[src/rtl/sram_ctrl_pkg.sv]
package sram_ctrl_pkg;

  typedef enum logic [2:0] {
    ST_IDLE,
    ST_WSET,
    ST_WPUL,
    ST_WHLD,
    ST_NOP,
    ST_RACT,
    ST_RTRN
  } ctrl_state_e;

  // Round a nanosecond figure up to whole clock cycles, never below one.
  function automatic int ns_to_cyc(input int ns, input int clk_ns);
    int c;
    c = (ns + clk_ns - 1) / clk_ns;
    if (c < 1) c = 1;
    return c;
  endfunction

  function automatic int max_int(input int a, input int b);
    return (a > b) ? a : b;
  endfunction

endpackage

[src/rtl/sram_rst_sync.sv]
module sram_rst_sync (
  input  logic clk,
  input  logic rst_n_in,
  output logic rst_n_out
);

  logic meta_q;
  logic sync_q;

  always_ff @(posedge clk or negedge rst_n_in) begin
    if (!rst_n_in) begin
      meta_q <= 1'b0;
      sync_q <= 1'b0;
    end else begin
      meta_q <= 1'b1;
      sync_q <= meta_q;
    end
  end

  assign rst_n_out = sync_q;

endmodule

[src/rtl/sram_pwr_gate.sv]
module sram_pwr_gate #(
  parameter int HOLD_CYC = 10000
) (
  input  logic clk,
  input  logic rst_n,
  output logic done
);

  localparam int CW = $clog2(HOLD_CYC + 1);
  localparam logic [CW-1:0] LAST = CW'(HOLD_CYC);

  logic [CW-1:0] cnt_q;
  logic [CW-1:0] cnt_d;
  logic          cnt_en;

  assign cnt_en = (cnt_q != LAST);
  assign cnt_d  = cnt_q + 1'b1;

  always_ff @(posedge clk or negedge rst_n) begin
    if (!rst_n) begin
      cnt_q <= '0;
    end else if (cnt_en) begin
      cnt_q <= cnt_d;
    end
  end

  assign done = !cnt_en;

endmodule

[src/rtl/sram_step_timer.sv]
module sram_step_timer #(
  parameter int W = 4
) (
  input  logic         clk,
  input  logic         rst_n,
  input  logic         load,
  input  logic [W-1:0] load_val,
  output logic         done
);

  logic [W-1:0] cnt_q;
  logic [W-1:0] cnt_d;
  logic         cnt_en;

  always_comb begin
    cnt_en = 1'b0;
    cnt_d  = cnt_q;
    if (load) begin
      cnt_en = 1'b1;
      cnt_d  = load_val - 1'b1;
    end else if (cnt_q != '0) begin
      cnt_en = 1'b1;
      cnt_d  = cnt_q - 1'b1;
    end
  end

  always_ff @(posedge clk or negedge rst_n) begin
    if (!rst_n) begin
      cnt_q <= '0;
    end else if (cnt_en) begin
      cnt_q <= cnt_d;
    end
  end

  assign done = (cnt_q == '0);

endmodule

[src/rtl/sram_timing_ctrl.sv]
module sram_timing_ctrl
  import sram_ctrl_pkg::*;
#(
  parameter int AW        = 18,
  parameter int CLK_NS    = 10,
  parameter int PWRUP_NS  = 100000,
  parameter int T_WC_NS   = 10,
  parameter int T_PWE_NS  = 7,
  parameter int T_SCE_NS  = 7,
  parameter int T_AW_NS   = 7,
  parameter int T_BW_NS   = 7,
  parameter int T_SD_NS   = 6,
  parameter int T_RC_NS   = 10,
  parameter int T_AA_NS   = 10,
  parameter int T_ACE_NS  = 10,
  parameter int T_DOE_NS  = 5,
  parameter int T_DBE_NS  = 5
) (
  input  logic          clk,
  input  logic          rst_n,
  input  logic          req_valid,
  output logic          req_ready,
  input  logic          req_write,
  input  logic [AW-1:0] req_addr,
  input  logic [15:0]   req_wdata,
  input  logic [1:0]    req_mask,
  output logic [15:0]   rd_data,
  output logic          rd_valid,
  output logic [AW-1:0] mem_addr,
  output logic          mem_ce_n,
  output logic          mem_oe_n,
  output logic          mem_we_n,
  output logic          mem_ub_n,
  output logic          mem_lb_n,
  output logic [15:0]   mem_dq_out,
  output logic          mem_dq_oe,
  input  logic [15:0]   mem_dq_in
);

  localparam int PWR_CYC  = ns_to_cyc(PWRUP_NS, CLK_NS);
  localparam int WPUL_CYC = max_int(
      max_int(max_int(ns_to_cyc(T_PWE_NS, CLK_NS), ns_to_cyc(T_SCE_NS, CLK_NS)),
              max_int(ns_to_cyc(T_AW_NS, CLK_NS), ns_to_cyc(T_BW_NS, CLK_NS))),
      max_int(ns_to_cyc(T_SD_NS, CLK_NS), ns_to_cyc(T_WC_NS, CLK_NS) - 2));
  localparam int RD_CYC = max_int(
      max_int(max_int(ns_to_cyc(T_RC_NS, CLK_NS), ns_to_cyc(T_AA_NS, CLK_NS)),
              max_int(ns_to_cyc(T_ACE_NS, CLK_NS), ns_to_cyc(T_DOE_NS, CLK_NS))),
      ns_to_cyc(T_DBE_NS, CLK_NS));
  localparam int TW = $clog2(max_int(WPUL_CYC, RD_CYC) + 1);
  localparam logic [TW-1:0] WPUL_VAL = TW'(WPUL_CYC);
  localparam logic [TW-1:0] RD_VAL   = TW'(RD_CYC);

  logic        srst_n;
  logic        pwr_done;
  logic        tmr_load;
  logic [TW-1:0] tmr_val;
  logic        tmr_done;
  logic        accept;

  ctrl_state_e state_q, state_d;

  logic [AW-1:0] addr_q;
  logic [15:0]   wdata_q;
  logic [1:0]    mask_q;
  logic [15:0]   rd_data_q;
  logic          rd_valid_q;
  logic          ce_n_q, oe_n_q, we_n_q, ub_n_q, lb_n_q, dq_oe_q;

  logic          ce_n_d, oe_n_d, we_n_d, ub_n_d, lb_n_d, dq_oe_d;
  logic          in_write_d;
  logic [1:0]    lane_src;
  logic          capture;

  sram_rst_sync u_rst_sync (
    .clk       (clk),
    .rst_n_in  (rst_n),
    .rst_n_out (srst_n)
  );

  sram_pwr_gate #(.HOLD_CYC(PWR_CYC)) u_pwr_gate (
    .clk   (clk),
    .rst_n (srst_n),
    .done  (pwr_done)
  );

  sram_step_timer #(.W(TW)) u_step_timer (
    .clk      (clk),
    .rst_n    (srst_n),
    .load     (tmr_load),
    .load_val (tmr_val),
    .done     (tmr_done)
  );

  assign req_ready = pwr_done && (state_q == ST_IDLE);
  assign accept    = req_valid && req_ready;

  // Next state
  always_comb begin
    state_d = state_q;
    case (state_q)
      ST_IDLE: if (accept) begin
        if (!req_write)           state_d = ST_RACT;
        else if (req_mask == 2'b00) state_d = ST_NOP;
        else                      state_d = ST_WSET;
      end
      ST_WSET: state_d = ST_WPUL;
      ST_WPUL: if (tmr_done) state_d = ST_WHLD;
      ST_WHLD: state_d = ST_IDLE;
      ST_NOP:  state_d = ST_IDLE;
      ST_RACT: if (tmr_done) state_d = ST_RTRN;
      ST_RTRN: state_d = ST_IDLE;
      default: state_d = ST_IDLE;
    endcase
  end

  assign tmr_load = ((state_d == ST_WPUL) && (state_q != ST_WPUL)) ||
                    ((state_d == ST_RACT) && (state_q != ST_RACT));
  assign tmr_val  = (state_d == ST_RACT) ? RD_VAL : WPUL_VAL;

  // Strobe values for the coming cycle, registered so the pins never glitch.
  always_comb begin
    in_write_d = (state_d == ST_WSET) || (state_d == ST_WPUL) || (state_d == ST_WHLD);
    lane_src   = accept ? req_mask : mask_q;
    ce_n_d     = !(in_write_d || (state_d == ST_RACT));
    oe_n_d     = (state_d != ST_RACT);
    we_n_d     = (state_d != ST_WPUL);
    dq_oe_d    = in_write_d;
    ub_n_d     = 1'b1;
    lb_n_d     = 1'b1;
    if (state_d == ST_RACT) begin
      ub_n_d = 1'b0;
      lb_n_d = 1'b0;
    end else if (in_write_d) begin
      ub_n_d = !lane_src[1];
      lb_n_d = !lane_src[0];
    end
  end

  assign capture = (state_q == ST_RACT) && tmr_done;

  always_ff @(posedge clk or negedge srst_n) begin
    if (!srst_n) begin
      state_q    <= ST_IDLE;
      ce_n_q     <= 1'b1;
      oe_n_q     <= 1'b1;
      we_n_q     <= 1'b1;
      ub_n_q     <= 1'b1;
      lb_n_q     <= 1'b1;
      dq_oe_q    <= 1'b0;
      rd_valid_q <= 1'b0;
    end else begin
      state_q    <= state_d;
      ce_n_q     <= ce_n_d;
      oe_n_q     <= oe_n_d;
      we_n_q     <= we_n_d;
      ub_n_q     <= ub_n_d;
      lb_n_q     <= lb_n_d;
      dq_oe_q    <= dq_oe_d;
      rd_valid_q <= capture;
    end
  end

  always_ff @(posedge clk or negedge srst_n) begin
    if (!srst_n) begin
      addr_q  <= '0;
      wdata_q <= '0;
      mask_q  <= '0;
    end else if (accept) begin
      addr_q  <= req_addr;
      wdata_q <= req_wdata;
      mask_q  <= req_mask;
    end
  end

  always_ff @(posedge clk or negedge srst_n) begin
    if (!srst_n) begin
      rd_data_q <= '0;
    end else if (capture) begin
      rd_data_q <= mem_dq_in;
    end
  end

  assign rd_data    = rd_data_q;
  assign rd_valid   = rd_valid_q;
  assign mem_addr   = addr_q;
  assign mem_dq_out = wdata_q;
  assign mem_ce_n   = ce_n_q;
  assign mem_oe_n   = oe_n_q;
  assign mem_we_n   = we_n_q;
  assign mem_ub_n   = ub_n_q;
  assign mem_lb_n   = lb_n_q;
  assign mem_dq_oe  = dq_oe_q;

endmodule


[config.mk]
export PLATFORM = sky130hd
export DESIGN_NAME = sram_timing_ctrl
export DESIGN_NICKNAME = d
export VERILOG_FILES = /design/src/rtl/sram_ctrl_pkg.sv /design/src/rtl/sram_rst_sync.sv /design/src/rtl/sram_pwr_gate.sv /design/src/rtl/sram_step_timer.sv /design/src/rtl/sram_timing_ctrl.sv
export SDC_FILE = /design/constraint.sdc
export NUM_CORES = 1
export LEC_CHECK = 0
export ABC_AREA = 1
export BUFFER_PORTS_ARGS = -buffer_cell sky130_fd_sc_hd__buf_2
export CAP_MARGIN = 20
export CORE_MARGIN = 8
export CORE_UTILIZATION = 45
export CTS_CLUSTER_DIAMETER = 50
export DETAILED_ROUTE_END_ITERATION = 16
export HOLD_SLACK_MARGIN = 0.03
export PLACE_DENSITY = 0.73
export SLEW_MARGIN = 15
export SYNTH_ARGS = -nofsm -noshare
export SYNTH_HDL_FRONTEND = slang
export SYNTH_SLANG_ARGS = --single-unit
[constraint.sdc]
create_clock -name clk -period 3.8 [get_ports clk]
set_input_delay 1.14 -clock clk [delete_from_list [all_inputs] [get_ports clk]]
set_output_delay 1.14 -clock clk [all_outputs]
set_load 0.02 [all_outputs]
Yosys cells after proc, flatten, opt, wreduce, memory -nomap -nowiden. Cells that the tools add are included.

Register bits: 79. Bits of input ports: 56. Output and inout port bits: 58.

Add/sub/neg operators: 2. Eq/ne operators: 12. Mux-type cells: 15. Bitwise operators: 1. Reduce and logical (&&, ||, !) cells: 15.

Operators with widths (number): 2-to-1 mux 3 bit (5); adder 14 x 1 -> 14 bit, second input constant (1); != test 14 bit, second input constant (1); one-hot mux 3 bit (4 select lines) (1); equality test 3 x 2 -> 1 bit, second input constant (3); 2-to-1 mux 1 bit (8); equality test 3 x 1 -> 1 bit, second input constant (2); equality test 3 bit, second input constant (2); != test 3 x 2 -> 1 bit, second input constant (2); != test 3 bit, second input constant (2); logical AND 1 bit (5); logical NOT 1 bit (4); logical OR 1 bit (4); logical NOT 3 bit (1); logical NOT 2 bit (1); 2-to-1 mux 2 bit (1); inverter 1 bit (1); subtractor 1 bit, second input constant (1).

Depth between registers and ports, before layout. Gate-level depths: netlist of the first run.

Depth after elaboration: 11. Mapped depth: 12.

Hierarchy. Synthesis of the first run repeated with hierarchy kept, for this count alone.

Cell total of the unflattened synthesis: 320. Area total of the unflattened synthesis: 3350.7 µm².

Modules (own cells, without submodules): sram_timing_ctrl (instances 1, cells an instance 202, area an instance 2433.6 µm²); sram_pwr_gate (instances 1, cells an instance 111, area an instance 824.5 µm²); sram_rst_sync (instances 1, cells an instance 3, area an instance 53.8 µm²); sram_step_timer (instances 1, cells an instance 4, area an instance 38.8 µm²).

Worst setup path before layout of the first run. OpenSTA, ideal clock, no wires.

Path kind: reg-to-output. Start point: register u_pwr_gate.cnt_q[0]. End point: output port req_ready. Data arrival time: 1.548 ns. Required time: 2.660 ns. Setup slack: 1.112 ns. Stages on the path, launching flop included: 7. Buffers on the path: 0. Cell sequence: dfrtp_1 -> inv_1 -> ha_1 -> inv_1 -> nor2_1 -> nand3_2 -> nor4_1.

Cells in the longest elaborated chain, start to end: 3.

Ends and longest elaborated chain: from (decl) (RTL line sram_pwr_gate.sv:12) `logic [CW-1:0] cnt_q;`; from (signal assigned) (RTL line sram_pwr_gate.sv:23) `cnt_q <= cnt_d;`; != test 14 bit (RTL line sram_pwr_gate.sv:16) `assign cnt_en = (cnt_q != LAST);`; logical NOT 1 bit (RTL line sram_pwr_gate.sv:27) `assign done = !cnt_en;`; logical AND 1 bit (RTL line sram_timing_ctrl.sv:94) `assign req_ready = pwr_done && (state_q == ST_IDLE);`; to (decl) (RTL line sram_timing_ctrl.sv:22) `output logic req_ready,`.

No other way between the ends.

Worst setup path in the final report of the first run. Same ends and word-level chain as after synthesis.

==> metrics, run 1 <==
Starting Density=45.39%; data arrival at the endpoint of the critical path=1.77 ns; library cell occupying the most area in the post-synthesis netlist=sky130_fd_sc_hd__dfrtp_1; placeable core region=0.007098 mm²; CP startpoint kind=flip-flop; count of unresolved DRC violations after routing=0; share of layout cells above drive strength 1=30.27%; global-route wire length before repair=11.88 mm; final count of pins violating max slew=0; slew at the pin closest to its max-slew limit=0.9538 ns; width of the die=100.6 µm; final cell count without fillers=578; sequential element share of the synthesized area=60.78%; mean area per synthesized cell=8.974 µm²; cell type group with the largest total delay on the critical path=simple AND/OR/NAND/NOR gates; final setup violation count=0; instance count after placement with tap cells included=562; Min Clock Period, post-route=2.909 ns; timing-limited maximum frequency=343.8 MHz; via-per-instance ratio=4.446; type of element capturing the critical path=primary output; hold buffers post-CTS=0; Layout Area Growth over Synthesis=26.49%; post-synthesis cell type count=26; cells after synthesis=359; clock tree sinks=78; fraction of the cycle the final worst path needs=76.55%; net total in the final layout=532; number of port buffers=113; worst reg2reg path startpoint=u_pwr_gate.cnt_q[0]; number of global-route vias before repair=2633; Worst R2R End=mem_ce_n; global placer's final weighted congestion=0.8053; hold crit path type=flip-flop to flip-flop; Bufs on Longest Clock Path=2; most common flop cell mapped by yosys=sky130_fd_sc_hd__dfrtp_1; max-cap check violation count=0; synth warn=0; register-to-register setup slack=1.58 ns; startpoint of the tightest hold check path=u_rst_sync.meta_q; relative slew slack=36.41%; clock latency on the worst-skew pair=0.34 ns; clock tree root buffer cell=sky130_fd_sc_hd__clkbuf_8; Post-synth top cells=sky130_fd_sc_hd__nand2_1 (109), sky130_fd_sc_hd__dfrtp_1 (73), sky130_fd_sc_hd__inv_1 (54); Synth Register Bits=78; stage delay of the slowest cell on the critical path=0.40 ns; ant diodes=0; total chip power=1557 µW; largest net degree at the start of global routing=77; H-Tree Depth=3; Synth area leaders=sky130_fd_sc_hd__dfrtp_1 (57%), sky130_fd_sc_hd__nand2_1 (13%), sky130_fd_sc_hd__inv_1 (6.3%), sky130_fd_sc_hd__o21ai_1 (5.3%), sky130_fd_sc_hd__dfstp_2 (4.1%); run status=finished, final reports clean; total global-route track usage=14.92%; Worst Hold Margin=0.3576 ns; antenna-violating nets left=0; number of optimization iterations in the first detailed-route pass=4; Die Area=0.01012 mm²; WP data required=2.66 ns; vias after detailed routing=2570; Max Fanout on Critical Path=3; Routed WL per cell=12.63 µm; r2r worst-path depth=9; number of hold violations in the final report=0; cells along the critical path=inv_1 -> ha_1 -> inv_1 -> nor2_1 -> nand3_2 -> nor4_1 -> buf_2; worst-case clock skew=0.01313 ns; Endpoint, Worst Hold=u_rst_sync.rst_n_out; cell type of the slowest stage on the worst timing path=sky130_fd_sc_hd__dfrtp_1; cell repeated most along the worst path=sky130_fd_sc_hd__inv_1; Core Rows=31; Final Core Density=57.41%; post-detail-place hpwl=5.415 mm; category of the critical setup timing path=flip-flop to primary output; Post-synth EDFFs=0; antenna violations before repair=0; Worst IR Drop VDD=0.1758 mV; number of violations reported at the end of detailed-routing iteration 0=88; residual overflow from global routing=0; Post-Synthesis Net Count=417; cell with the most instances after synthesis=sky130_fd_sc_hd__nand2_1; buffers and inverters on the worst path=3; mapped cell area=0.003222 mm²; post-CTS resize count=0; number of stages on the worst hold path=0; fraction of registers with async set/reset=100.0%; Leakage=0.002318 µW; post-CTS setup buffers=0; area share of the largest cell type after synthesis=56.70%; setup repair after global routing missed its margin=no; clock-pin slew on the worst setup and hold paths=0.08 ns; ports placed on the boundary=114; die span in y=100.6 µm; Total Routed Length=7.302 mm; power density over cell area=382.1 mW/mm²; clock buffers created by TritonCTS=9; final sum of negative setup slack=0 ns; CTS tree=done
## placed cells by master (no fill, tap or decap), drive strengths merged
cell type	count
nor2	27
a21oi	3
nand4	5
nor4	1
ha	2
nand2	109
bufinv	1
dfrtp	73
nand3	10
nor3b	1
o21ai	37
nor3	5
buf	113
clkinv	4
inv	59
clkbuf	11
dfstp	5
and3	1
xor2	11
conb	1
## through the flow
stage / instance area (µm²) / worst slack [ns]
final: 4075 / 0.8912
after detailed placement: 3866 / 1.266
after global placement: 3866 / 1.348
after CTS: 4075 / 0.8675
after global routing: 4075 / 0.7882
after floorplan: 3222 / 1.112
## routing by layer
layer,track usage [%],routed length (µm)
met1,16.49,3051
met4,9.767,225
met3,4.144,390
met2,24.66,3633
met5,0,0
## how the worst max path moves through the flow
| stage | startpoint | depth (start not counted) | to |
|---|---|---|---|
| floorplan | u_pwr_gate.cnt_q[0] | 6 | req_ready |
| global placement | u_pwr_gate.cnt_q[0] | 7 | req_ready |
| detailed placement | u_pwr_gate.cnt_q[0] | 7 | req_ready |
| CTS | u_pwr_gate.cnt_q[0] | 7 | req_ready |
| global route | u_pwr_gate.cnt_q[0] | 7 | req_ready |
| finish | u_pwr_gate.cnt_q[0] | 7 | req_ready |
## registers in the layout, indices dropped and copies added, names as in the netlist
register	cells
mem_addr	18
mem_dq_out	16
rd_data	16
u_pwr_gate.cnt_q	14
state_q	3
mask_q	2
mem_ce_n	1
mem_dq_oe	1
mem_lb_n	1
mem_oe_n	1
mem_ub_n	1
mem_we_n	1
rd_valid	1
u_rst_sync.meta_q	1
u_rst_sync.rst_n_out	1
## final cells by class
cell class | instances | area (µm²)
repair buffers | 113 | 565.5
flip-flops and latches | 78 | 1962
well taps | 99 | 123.9
clock buffers | 11 | 151.4
multi-input cells | 213 | 993.5
fillers | 653 | 3023
clock inverters | 5 | 57.56
inverters | 59 | 221.5
## worst register-to-register path, stage by stage (launching register included)
cell and delay [ns]:
sky130_fd_sc_hd__dfrtp_1 0.40, sky130_fd_sc_hd__inv_1 0.11, sky130_fd_sc_hd__ha_1 0.15, sky130_fd_sc_hd__inv_1 0.06
sky130_fd_sc_hd__nor2_1 0.10, sky130_fd_sc_hd__nand3_2 0.11, sky130_fd_sc_hd__nor2_4 0.20, sky130_fd_sc_hd__nand3_4 0.55
sky130_fd_sc_hd__o21ai_2 0.38, sky130_fd_sc_hd__nor2_1 0.07
## power breakdown
| part | internal [µW] | switching (µW) | total (µW) |
|---|---|---|---|
| logic | 31.7 | 33.9 | 65.6 |
| registers | 839 | 19.6 | 859 |
| clock network | 339 | 293 | 632 |
| total | 1210 | 347 | 1560 |
## cells by family after synthesis
logic type | count (synthesis) | share of synthesized area [%]
xor gates and xnor gates | 11 | 2.990
other | 1 | 0.1164
AOI/OAI and AO/OA | 40 | 6.330
adders and majority gates | 2 | 0.7766
and+or+nand+nor | 159 | 20.62
DFF | 78 | 60.78
buffers and inverters | 68 | 8.388
Power figures use the tool's default switching activity.
==> run 2, diff against run 1 <==
--- a/config.mk
+++ b/config.mk
@@ -5,15 +5,15 @@
 export SDC_FILE = /design/constraint.sdc
 export NUM_CORES = 1
 export LEC_CHECK = 0
-export ABC_AREA = 1
+export ABC_AREA = 0
 export BUFFER_PORTS_ARGS = -buffer_cell sky130_fd_sc_hd__buf_2
 export CAP_MARGIN = 20
 export CORE_MARGIN = 8
-export CORE_UTILIZATION = 45
+export CORE_UTILIZATION = 44
 export CTS_CLUSTER_DIAMETER = 50
 export DETAILED_ROUTE_END_ITERATION = 16
 export HOLD_SLACK_MARGIN = 0.03
-export PLACE_DENSITY = 0.73
+export PLACE_DENSITY = 0.75
 export SLEW_MARGIN = 15
 export SYNTH_ARGS = -nofsm -noshare
 export SYNTH_HDL_FRONTEND = slang
==> constraint.sdc (replaced) <==
create_clock -name clk -period 2.5 [get_ports clk]
set_input_delay 0.75 -clock clk [delete_from_list [all_inputs] [get_ports clk]]
set_output_delay 0.75 -clock clk [all_outputs]
set_load 0.02 [all_outputs]
==> run 2 against run 1 <==
  * Worst setup slack got worse by 0.86 ns
  * Synthesized cell count decreased by 21%
  * Sequential share of layout area increased by 0.30 points
  * Non-clock buffer count increased by 8
  * Combinational power increased by 41%
  * First-iteration DRC count decreased by 32%
  * Die area decreased by 0.86%
  * Utilization increased by 1.9 points
  * Sequential cell count unchanged
  * Largest cell class unchanged
  * Largest power group unchanged
==> metrics, run 2 <==
run status=finished, final reports clean; count of unresolved DRC violations after routing=0; Core Rows=30; Post-Synthesis Net Count=341; synth warn=0; final count of pins violating max slew=0; WP data required=1.75 ns; global placer's final weighted congestion=0.7435; Worst R2R End=mem_addr[11]; Layout Area Growth over Synthesis=29.90%; clock latency on the worst-skew pair=0.34 ns; hold buffers post-CTS=0; met3 Use GR=5.121%; antenna violations before repair=0; most common cell after layout, fill and taps aside=sky130_fd_sc_hd__buf_2; final setup violation count=0; number of port buffers=113; total non-filler cell area in the finished layout=0.004050 mm²; cell type group with the largest total delay on the critical path=simple AND/OR/NAND/NOR gates; H-Tree Depth=3; library cell occupying the most area in the post-synthesis netlist=sky130_fd_sc_hd__dfrtp_1; setup repair after global routing missed its margin=yes; timing-limited maximum frequency=405.7 MHz; Starting Density=45.64%; worst setup slack after layout=0.03537 ns; die span in y=100.2 µm; Synth Register Bits=78; clock buffers created by TritonCTS=9; met1 Track Usage GR=17.23%; number of hold violations in the final report=0; area share of xor/xnor cells in the synthesized design=3.090%; residual overflow from global routing=0; register-to-register setup slack=0.46 ns; Worst Setup SP=u_pwr_gate.cnt_q[2]; met2 GRT Util=24.21%; Die Area=0.01004 mm²; worst reg2reg path startpoint=u_pwr_gate.cnt_q[2]; type of element capturing the critical path=primary output; number of stages on the worst setup path=4; ports placed on the boundary=114; most common flop cell mapped by yosys=sky130_fd_sc_hd__dfrtp_1; largest net degree at the start of global routing=77; Leakage=0.002302 µW; Most Used Layer, Global Route=met2; Min Clock Period, post-route=2.465 ns; worst-case clock skew=0.008555 ns; ant diodes=0; area post-placement=0.003775 mm²; fraction of the mapped netlist area in adder cells=0.8026%; via-per-instance ratio=4.653; post-detail-place hpwl=5.104 mm; number of violations reported at the end of detailed-routing iteration 0=60; total global-route track usage=14.79%; clock tree root buffer cell=sky130_fd_sc_hd__clkbuf_8; antenna-violating nets left=0; cells after synthesis=283; fraction of the mapped netlist area in compound gates=2.408%; Total Routed Length=7.203 mm; Bufs on Longest Clock Path=2; cell type of the slowest stage on the worst timing path=sky130_fd_sc_hd__or4_4; net total in the final layout=463; global-route wire length before repair=11.70 mm; stage delay of the slowest cell on the critical path=0.55 ns; fraction of synthesized area in multiplexers=7.464%; category of the critical setup timing path=flip-flop to primary output; number of global-route vias before repair=2413; Worst Setup Slack post-DPL=0.1811 ns; hold crit path type=input pin to asynchronous set/reset pin; width of the die=100.2 µm; Synth area leaders=sky130_fd_sc_hd__dfrtp_1 (59%), sky130_fd_sc_hd__nand2_1 (13%), sky130_fd_sc_hd__mux2_2 (6.5%), sky130_fd_sc_hd__dfstp_2 (4.2%), sky130_fd_sc_hd__xnor2_1 (2.0%); cells along the critical path=or4_4 -> nor4_4 -> and2_1 -> buf_6; clock tree sinks=78; power density over cell area=619.8 mW/mm²; final sum of negative setup slack=0 ns; number of optimization iterations in the first detailed-route pass=4; Post-synth EDFFs=0; Final Core Density=59.29%; placeable core region=0.006832 mm²; mean area per synthesized cell=11.02 µm²; fraction of the cycle the final worst path needs=98.59%; flip-flop count of the largest register, all copies and words added=18; fraction of registers with async set/reset=100.0%; buffers and inverters on the worst path=1; Max Fanout on Critical Path=2; CTS tree=done; r2r worst-path depth=7; CP startpoint kind=flip-flop; max-cap check violation count=0; sequential element share of the synthesized area=62.80%; Post-synth top cells=sky130_fd_sc_hd__nand2_1 (107), sky130_fd_sc_hd__dfrtp_1 (73), sky130_fd_sc_hd__mux2_2 (18); combinational family with the most area after synthesis=simple AND/OR/NAND/NOR gates; simple-gate share of the synthesized area=20.18%; slew at the pin closest to its max-slew limit=0.9589 ns; data arrival at the endpoint of the critical path=1.71 ns; area share of the largest cell type after synthesis=58.59%; share of layout cells above drive strength 1=40.59%; cell with the most instances after synthesis=sky130_fd_sc_hd__nand2_1; relative slew slack=36.07%; most frequent cells in the layout=sky130_fd_sc_hd__buf_2 (112), sky130_fd_sc_hd__nand2_1 (107), sky130_fd_sc_hd__dfrtp_1 (72); vias after detailed routing=2350; mapped cell area=0.003118 mm²; clock-pin slew on the worst setup and hold paths=0.07 ns; post-synthesis cell type count=33; Worst IR Drop VDD=0.3546 mV; Routed WL per cell=14.26 µm
run 2: repair_timing:
item | CTS | global route
pin swaps | 1 | 1
setup endpoints to repair | 1 | 1
gates cloned | 0 | 0
resized for setup | 2 | 1
hold endpoints to repair | 0 | 0
buffers inserted | 4 | 0
run 2: layer usage:
layer / routed length [µm] / up-vias / part of all wire [%]
met5: 0 / - / 0
met4: 98 / 0 / 1.4
met3: 630 / 8 / 8.7
met2: 3482 / 76 / 48
met1: 2991 / 1119 / 42
li1: - / 1147 / -
run 2: how the worst max path moves through the flow:
stage                            to  slack, ns
final                     req_ready       0.04
after global routing      req_ready      -0.05
after CTS                 req_ready       0.01
after detailed placement  req_ready       0.18
after global placement    req_ready       0.21
after floorplan           req_ready       0.11
run 2: area by class of cell:
| type | instances | area, µm² |
|---|---|---|
| fill | 605 | 2781 |
| sequential | 78 | 1962 |
| multi-input combinational | 189 | 1065 |
| timing repair buffer | 121 | 644.4 |
| clock buffer | 11 | 141.4 |
| tap | 96 | 120.1 |
| clock inverter | 4 | 95.09 |
| inverter | 6 | 22.52 |
run 2: cell families (layout without fill, tap and decap cells):
kind of cell,after synthesis,count (layout)
other,1,1
buffers and inverters,16,142
XOR/XNOR,11,11
AND/OR/NAND/NOR,143,143
flip-flops,78,78
multiplexers,21,21
adder cells (fa/ha/maj),2,2
AO/OA/AOI/OAI,11,11
run 2: report_power, final:
group          total [µW]  switching, µW  internal (µW)
Combinational        92.6           42.4           50.1
Clock                1110            429            684
Sequential           1300           28.6           1280
run 2: stage by stage:
stage                     power [µW]  std cells  hold slack, ns
after floorplan                 1356        283          0.3312
after global placement          1421        486          0.3377
after detailed placement        1424        486          0.3410
after CTS                       2543        505          0.1709
after global routing            2609        505          0.1714
final                           2510        505          0.1858
==> run 3, diff against run 2 <==
--- a/config.mk
+++ b/config.mk
@@ -13,6 +13,7 @@
 export CTS_CLUSTER_DIAMETER = 50
 export DETAILED_ROUTE_END_ITERATION = 16
 export HOLD_SLACK_MARGIN = 0.03
+export MAX_ROUTING_LAYER = met4
 export PLACE_DENSITY = 0.75
 export SLEW_MARGIN = 15
 export SYNTH_ARGS = -nofsm -noshare
==> run 3 against run 2 <==
  * Combinational power barely moved
  * Cell count did not move
  * Sequential cell count did not move
  * Wire length barely moved
  * Via count rose by 0.17%
  * Maximum frequency barely moved
  * First-iteration DRC count rose by 12%
  * Worst setup slack got worse by 0.0014 ns
  * Clock power barely moved
  * Utilization did not move
  * Clock-buffer cell count did not move
==> metrics, run 3 (synthesis gave the netlist of run 2 again) <==
Starting Density=45.64%; post-detail-place hpwl=5.104 mm; clock tree root buffer cell=sky130_fd_sc_hd__clkbuf_8; Max Fanout on Critical Path=2; number of violations reported at the end of detailed-routing iteration 0=67; WP data required=1.75 ns; Worst IR Drop VDD=0.3544 mV; most frequent cells in the layout=sky130_fd_sc_hd__buf_2 (112), sky130_fd_sc_hd__nand2_1 (107), sky130_fd_sc_hd__dfrtp_1 (72); CTS tree=done; Total Routed Length=7.197 mm; final sum of negative setup slack=0 ns; share of layout cells above drive strength 1=40.59%; count of fill cells added during filler insertion=605; vias after detailed routing=2354; number of global-route vias before repair=2416; hold crit path type=input pin to asynchronous set/reset pin; largest net degree at the start of global routing=77; Leakage=0.002302 µW; antenna violations before repair=0; max-cap check violation count=0; final setup violation count=0; clock buffers created by TritonCTS=9; Routed WL per cell=14.25 µm; count of unresolved DRC violations after routing=0; number of optimization iterations in the first detailed-route pass=4; sw frac=19.95%; ports placed on the boundary=114; H-Tree Depth=3; power share of the clock group=44.4%; placeable core region=0.006832 mm²; worst-case clock skew=0.008896 ns; ant diodes=0; antenna-violating nets left=0; multi-input logic area=0.001065 mm²; clock tree sinks=78; final count of pins violating max slew=0; category of the critical setup timing path=flip-flop to primary output; register-to-register setup slack=0.46 ns; run status=finished, final reports clean; flip-flop count of the largest register, all copies and words added=18; net total in the final layout=463; number of port buffers=113; Min Clock Period, post-route=2.466 ns; total non-filler cell area in the finished layout=0.004050 mm²; residual overflow from global routing=0; number of hold violations in the final report=0; sequential share of power=51.9%; width of the die=100.2 µm; data arrival at the endpoint of the critical path=1.72 ns; switching component of the power=501.0 µW; most common cell after layout, fill and taps aside=sky130_fd_sc_hd__buf_2; timing-limited maximum frequency=405.5 MHz; fraction of the cycle the final worst path needs=98.64%; via-per-instance ratio=4.661; global-route wire length before repair=11.67 mm; relative slew slack=36.19%; part of the power in combinational logic=3.7%; power density over cell area=620.1 mW/mm²; area post-placement=0.003775 mm²; Layout Area Growth over Synthesis=29.90%; clock latency on the worst-skew pair=0.34 ns; type of element capturing the critical path=primary output; total chip power=2511 µW; sequential cell area=0.001962 mm²; global placer's final weighted congestion=0.7529; internal power consumption=2010 µW; Core Rows=30; clock-pin slew on the worst setup and hold paths=0.07 ns; Die Area=0.01004 mm²; total global-route track usage=15.16%; setup repair after global routing missed its margin=yes; slew at the pin closest to its max-slew limit=0.9572 ns; CP startpoint kind=flip-flop; die span in y=100.2 µm; Bufs on Longest Clock Path=2
==> run 3: stage by stage <==
| stage | hold slack [ns] | std cells | setup WS [ns] | utilization [%] |
|---|---|---|---|---|
| after CTS | 0.1709 | 505 | 0.01287 | 59.23 |
| final | 0.1841 | 505 | 0.03393 | 59.29 |
| after global placement | 0.3377 | 486 | 0.2146 | 55.26 |
| after floorplan | 0.3312 | 283 | 0.1052 | - |
| after detailed placement | 0.3410 | 486 | 0.1811 | 55.26 |
| after global routing | 0.1714 | 505 | -0.05205 | 59.29 |
==> run 3: layout make-up <==
class	instances	share of cell area, %
clock inverters	4	2.348
well taps	96	2.966
multi-input cells	189	26.29
repair buffers	121	15.91
flip-flops and latches	78	48.44
inverters	6	0.5561
clock buffers	11	3.491
==> run 3: critical path: stages (launching register included) <==
cell and delay, ns:
sky130_fd_sc_hd__dfrtp_1 0.38, sky130_fd_sc_hd__or4_4 0.55, sky130_fd_sc_hd__nor4_4 0.16, sky130_fd_sc_hd__and2_1 0.18, sky130_fd_sc_hd__buf_6 0.12
==> run 3: path summary, 6_finish.rpt <==
path	startpoint	end	depth (start not counted)
max	u_pwr_gate.cnt_q[2]	req_ready	4
min	rst_n	u_rst_sync.rst_n_out	1
max reg2reg	u_pwr_gate.cnt_q[2]	mem_addr[11]	7
min reg2reg	u_rst_sync.meta_q	u_rst_sync.rst_n_out	0
max in group asynchronous	u_rst_sync.rst_n_out	rd_data[8]	0
min in group clk	u_rst_sync.meta_q	u_rst_sync.rst_n_out	0
==> run 3: per-layer routing <==
metal  share of wire, %  GRT usage (%)  vias to the layer above
li1                   -              -                     1147
met1                 42          17.23                     1122
met2                 48          24.31                       76
met3                8.3          4.775                        9
met4                1.5          6.279                        0
met5                  0              -                        -
==> run 3: power by group through the flow <==
stage	Sequential [µW]	Combinational (µW)	Clock [µW]
2_1_floorplan	1340	15.2	0
3_3_place_gp	1330	91.6	0
3_5_place_dp	1330	93.3	0
4_1_cts	1310	93.9	1140
5_1_grt	1310	100	1200
6_report	1300	92.8	1110
==> run 3: timing repair <==
item                                    in CTS  in global routing
gates resized for setup                      2                  1
setup buffers                                4                  0
endpoints found under the setup margin       1                  1
hold buffers                                 0                  0
pin swaps                                    1                  1
